`src/rtl/showgate_pkg.sv`:
```
package showgate_pkg;

    typedef enum logic [1:0] {
        MODE_HIDE        = 2'b00,
        MODE_MIRROR_A    = 2'b01,
        MODE_MIRROR_B    = 2'b10,
        MODE_MIRROR_HALT = 2'b11
    } show_mode_e;

    typedef struct packed {
        logic ds;
        logic oe;
        logic halt;
    } strobe_ctl_t;

    function automatic logic mode_mirrors(show_mode_e m);
        return m != MODE_HIDE;
    endfunction

    function automatic logic mode_halts(show_mode_e m);
        return m == MODE_MIRROR_HALT;
    endfunction

endpackage

```
`src/rtl/sg_mode_reg.sv`:
```
module sg_mode_reg
    import showgate_pkg::*;
(
    input  logic       clk,
    input  logic       rst,
    input  logic       we,
    input  logic [1:0] wdata,
    output show_mode_e mode
);
    always_ff @(posedge clk) begin
        if (rst)
            mode <= MODE_HIDE;
        else if (we)
            mode <= show_mode_e'(wdata);
    end
endmodule

```
`src/rtl/sg_strobe_ctl.sv`:
```
module sg_strobe_ctl
    import showgate_pkg::*;
(
    input  show_mode_e  mode,
    input  logic        int_cyc,
    input  logic        ext_master,
    input  logic        seq_as,
    output strobe_ctl_t ctl,
    output logic        as_out
);
    logic mirror_now;

    always_comb begin
        mirror_now = int_cyc && mode_mirrors(mode) && !ext_master;
        ctl.ds     = mirror_now;
        ctl.oe     = mirror_now;
        ctl.halt   = mode_halts(mode) && ext_master;
        as_out     = seq_as && !int_cyc;
    end
endmodule

```
`src/rtl/sg_data_drive.sv`:
```
module sg_data_drive #(
    parameter int DATA_W = 16
) (
    input  logic              oe,
    input  logic [DATA_W-1:0] din,
    output logic [DATA_W-1:0] dout
);
    always_comb dout = oe ? din : '0;
endmodule

```
`src/rtl/showgate.sv`:
```
module showgate
    import showgate_pkg::*;
#(
    parameter int ADDR_W = 24,
    parameter int DATA_W = 16,
    parameter int FC_W   = 3,
    parameter int SZ_W   = 2
) (
    input  logic              clk,
    input  logic              rst,
    input  logic              mode_we,
    input  logic [1:0]        mode_wdata,
    input  logic              int_cyc,
    input  logic [ADDR_W-1:0] int_addr,
    input  logic [FC_W-1:0]   int_fc,
    input  logic [SZ_W-1:0]   int_size,
    input  logic              int_rw,
    input  logic [DATA_W-1:0] int_data,
    input  logic              ext_master,
    input  logic              seq_as,
    output logic [ADDR_W-1:0] ext_addr,
    output logic [FC_W-1:0]   ext_fc,
    output logic [SZ_W-1:0]   ext_size,
    output logic              ext_rw,
    output logic              ext_as,
    output logic              ext_ds,
    output logic              ext_data_oe,
    output logic [DATA_W-1:0] ext_data_out,
    output logic              int_halt
);
    show_mode_e  mode;
    strobe_ctl_t ctl;

    sg_mode_reg u_mode (
        .clk   (clk),
        .rst   (rst),
        .we    (mode_we),
        .wdata (mode_wdata),
        .mode  (mode)
    );

    sg_strobe_ctl u_ctl (
        .mode       (mode),
        .int_cyc    (int_cyc),
        .ext_master (ext_master),
        .seq_as     (seq_as),
        .ctl        (ctl),
        .as_out     (ext_as)
    );

    sg_data_drive #(.DATA_W(DATA_W)) u_data (
        .oe   (ctl.oe),
        .din  (int_data),
        .dout (ext_data_out)
    );

    assign ext_addr    = int_addr;
    assign ext_fc      = int_fc;
    assign ext_size    = int_size;
    assign ext_rw      = int_rw;
    assign ext_ds      = ctl.ds;
    assign ext_data_oe = ctl.oe;
    assign int_halt    = ctl.halt;
endmodule

```
`config.mk`:
```
export PLATFORM = sky130hd
export DESIGN_NAME = showgate
export DESIGN_NICKNAME = d
export VERILOG_FILES = /design/src/rtl/showgate_pkg.sv /design/src/rtl/sg_mode_reg.sv /design/src/rtl/sg_strobe_ctl.sv /design/src/rtl/sg_data_drive.sv /design/src/rtl/showgate.sv
export SDC_FILE = /design/constraint.sdc
export NUM_CORES = 1
export LEC_CHECK = 0
export BUFFER_PORTS_ARGS = -buffer_cell sky130_fd_sc_hd__buf_4
export CAP_MARGIN = 20
export CORE_MARGIN = 5
export CORE_UTILIZATION = 23
export CTS_CLUSTER_SIZE = 24
export DETAILED_ROUTE_END_ITERATION = 6
export PLACE_DENSITY = 0.8
export SETUP_SLACK_MARGIN = 0.5
export SYNTH_ARGS = -nofsm -noshare
export SYNTH_HDL_FRONTEND = slang
export SYNTH_HIERARCHICAL = 1
export SYNTH_SLANG_ARGS = --single-unit
```
`constraint.sdc`:
```
create_clock -name clk -period 1.2 [get_ports clk]
set_input_delay 0 -clock clk [delete_from_list [all_inputs] [get_ports clk]]
set_output_delay 0 -clock clk [all_outputs]
set_load 0.02 [all_outputs]
```
[Word level (Yosys, flattened, before mapping)]
Cells that the tools add are included.
Storage, ports and cells
  register bits: 2
  latch bits: 0
  bits in writable memories: 0
  bits in read-only memories: 0
  input bits: 54
  output and inout port bits: 50
  memories: 0
Cells by class
  add/sub/neg operators: 0
  $mul: 0
  div/mod/pow operators: 0
  $lt $le $gt $ge: 0
  equal/unequal tests: 1
  shift operators: 0
  multiplexer cells: 1
  bitwise logic cells: 0
  reduce and logical (&&, ||, !) cells: 7
Operator list (number)
  $mux 16: 1
  $logic_and 1x1->1: 4
  $eq 2x2->1 const B: 1
  $logic_not 1->1: 2
  $reduce_bool 2->1: 1

[Depth between registers and ports, before layout]
  depth in word-level cells: 4
  gate-level depth with buffers: 5
  depth with buffers taken out: 3

[By module]
Netlist, hierarchy kept.
By module, submodules not included
  showgate: times used 1, cells each 30, area each 225.2 um2, seq. area each 0.0 um2
  sg_data_drive: times used 1, cells each 17, area each 126.4 um2, seq. area each 0.0 um2
  sg_mode_reg: times used 1, cells each 6, area each 67.6 um2, seq. area each 40.0 um2
  sg_strobe_ctl: times used 1, cells each 6, area each 45.0 um2, seq. area each 0.0 um2

[Worst setup path after synthesis]
No wires, ideal clock.
  kind: register to output
  start point: reg u_mode.mode[1]
  end point: out ext_data_out[10]
  arrival time: 1.058 ns
  data required time: 1.200 ns
  path slack: 0.142 ns
  stages on the path, launching flop included: 6
  path buffers: 2
  cell sequence: dfxtp_1 > nor2_1 > nor3b_2 > buf_4 > buf_6 > and2_1
On the way
  word-level cells in the longest chain between the ends: 4
RTL lines
  start, declared: RTL line sg_mode_reg.sv:8  | output show_mode_e mode
  start signal, assigned: RTL line sg_mode_reg.sv:14  | mode <= show_mode_e'(wdata);
  $reduce_bool 2->1: RTL line showgate_pkg.sv:17  | return m != MODE_HIDE;
  $logic_and 1x1->1 (2 in a row): RTL line sg_strobe_ctl.sv:14  | mirror_now = int_cyc && mode_mirrors(mode) && !ext_master;
  net u_ctl.mirror_now: RTL line sg_strobe_ctl.sv:11  | logic mirror_now;
  $mux 16: RTL line sg_data_drive.sv:8  | always_comb dout = oe ? din : '0;
  end, declared: RTL line showgate.sv:28  | output logic [DATA_W-1:0] ext_data_out,
The timed path passes the listed nets, and every way through them passes these cells.

[Worst setup path after layout]
  start point: reg u_mode.mode[1]
  end point: out ext_data_out[0]
On the way
  word-level cells in the longest chain between the ends: 4
RTL lines (RTL line)
  $reduce_bool 2->1: showgate_pkg.sv:17
  $logic_and 1x1->1 (2 in a row): sg_strobe_ctl.sv:14
  $mux 16: sg_data_drive.sv:8
No other way between the ends.

==> results.yml <==
route:
  routed_via_density: 4.15
  wl_per_cell_um: 13.8
  drc: 0
  wl_um: 1410
  vias: 423
  firstDrtPassIters: 1
  first_iter_violations: 0
  antenna_left: 0
setup_path:
  path_cells: "nor2_2 > nor3b_2 > buf_6 > and2_2 > buf_4"
  worstSetupStartpointType: "flip-flop"
  cp_data_arrival_time_ps: 1230
  reg2reg_depth: 2
  slowest_stage: "dfxtp_2"
  end_kind: "output port"
  r2r_setup_slack_ps: 590
  max_stage_delay_ps: 330
  cp_max_fo: 18
  required_ps: 1200
  crit_type: "flip-flop to output port"
clock_tree:
  cts.reportedPaths.clkPinSlew_ps: 30
  cts_sinks: 2
  root_buffer: "clkbuf_4"
  clockBufferDepth: 2
  numCtsBuffers: 3
  cts_tree: "yes"
  clock_latency_ps: 220
  htreeDepth: 1
logic_synthesis:
  synth-async-reset-ratio_pct: 0
  syn-num-nets: 113
  synth_commonest_cells: "buf_4 (32), and2_2 (12), and2_1 (4)"
  syn_inst: 59
  syn_avg_cell_area_um2: 7.87
  yosysWarningCount: 6
  netlist.area_leader.share_pct: 51.8
  synth_ff_type: "dfxtp_1"
  netlist_area_um2: 464
  synth_edf_count: 0
  synth_cell_types: 10
  synth_top_cell_by_area: "buf_4"
  yosysMostFrequentCell: "buf_4"
  netlist_top_cells_area: "buf_4 (52%), and2_2 (19%), dfxtp_1 (8.6%), and2_1 (5.4%), mux2i_1 (4.3%)"
  ys_seq_area_share_pct: 8.63
  ys_seq_elements: 2
grt:
  grt-ovfl-total: 0
  grt_pass1_vias: 405
  grt_usage_pct: 7.56
  antenna_found_initial: 0
  grt_max_degree: 19
  grt_pass1_wl_um: 1600
sta:
  max-slew-margin-rel_pct: 91.1
  hold_viol: 0
  hold_ws_ps: 0.00883
  max_freq_mhz: 813
  final_max_slew_viol_count: 0
  tightest_slew_ps: 130
  skew_ps: 0
  post-route-min-period_ps: 1230
  rsz0062_at_grt: "yes"
  fin_crit_sh_pct: 103
  finalSetupViolCount: 9
  setup_ws_ps: -30.6
finish:
  nNetsFinal: 131
  fin_cells: 102
  n_antenna_cell: 0
  largest_reg_flops: 2
  reg_top3: "u_mode/mode (2)"
  drive_gt1_share_pct: 92.0
  top_register: "u_mode/mode"
  area_growth_pct: 52.3
power:
  power_mw: 0.384
  pwr_density_cell_mw_per_mm2: 543
  ir_drop_mv: 0.499
  leakage_nw: 0.372
floorplanning:
  core_area_mm2: 0.00194
  fp.dieW_um: 54.9
  die-area_mm2: 0.00302
  initial_core_util_pct: 23.9
  ioPinCount: 104
  die_y_um: 54.9
  rows: 16
flow_run:
  maxCapViolations: 0
placement:
  port_buffers: 43
  dp_slack_ps: 166
  dpl.cell_count: 97
  dp_hpwl_um: 1130
  place.gp.congestion: 0.643
min_path:
  hold_depth: 0
  hp-class: "input port to output port"
outcome:
  violations: "setup timing"
  status: "finished, violations left"
==> layout by cell type, fill, tap and decap left out <==
master	count
clkbuf_4	3
buf_6	18
and3_2	1
mux2i_1	2
nor2_1	2
and2_2	6
buf_4	27
and2_4	10
dfxtp_2	2
dlygate4sd3_1	1
nor2_2	1
nor3b_2	1
nor2b_1	1
==> stage by stage <==
stage / TNS [ps] / utilization, % / instance area, µm²
2_1_floorplan: 0 / - / 484
3_3_place_gp: 0 / 30.7 / 597
3_5_place_dp: 0 / 30.7 / 597
4_1_cts: -400 / 36.4 / 707
5_1_grt: -1290 / 36.4 / 707
6_report: -90.7 / 36.4 / 707
==> critical path, delay by kind of cell, from the launching register on <==
family | cells | cell delay (ps)
and+or+nand+nor | 3 | 370
DFF | 1 | 330
buffers and inverters | 2 | 310
==> report_power, final <==
| part | switching (mW) | total [mW] | internal (mW) |
|---|---|---|---|
| Combinational | 0.0607 | 0.164 | 0.104 |
| Clock | 0.0346 | 0.145 | 0.110 |
| Sequential | 0.00325 | 0.0752 | 0.0719 |
| Total | 0.0985 | 0.384 | 0.286 |
==> timing repair <==
item | 4_1_cts | 5_1_grt
resized for setup | 19 | 0
setup buffers | 1 | 0
endpoints found under the setup margin | 19 | 19
hold endpoints to repair | 2 | 0
hold buffers | 1 | 0
==> cells by family after synthesis <==
| group | count (synthesis) | share of synthesized area, % |
|---|---|---|
| buffers and inverters | 33 | 54.2 |
| and+or+nand+nor | 22 | 32.9 |
| muxes | 2 | 4.31 |
| DFF | 2 | 8.63 |
==> per-layer routing <==
layer	vias up	wire [µm]	track usage, %
met1	176	373	4.65
met4	0	16	4.86
met5	-	0	0
met3	4	391	7.51
li1	181	-	-
met2	62	627	13.2
==> worst paths after layout <==
kind / startpoint / to
worst min register to register: u_mode/mode[0] / u_mode/mode[0]
worst max register to register: u_mode/mode[1] / u_mode/mode[1]
worst max-delay path: u_mode/mode[1] / ext_data_out[0]
worst min-delay path: int_size[1] / ext_size[1]
==> final cells by class <==
type                    instances  area [µm²]
clock buffers                   3        22.5
repair buffers                 46         415
multi-input cells              24         193
flip-flops and latches          2        42.5
fillers                       197        1230
well taps                      27        33.8
Note: power is estimated with default switching activity, not from simulation.
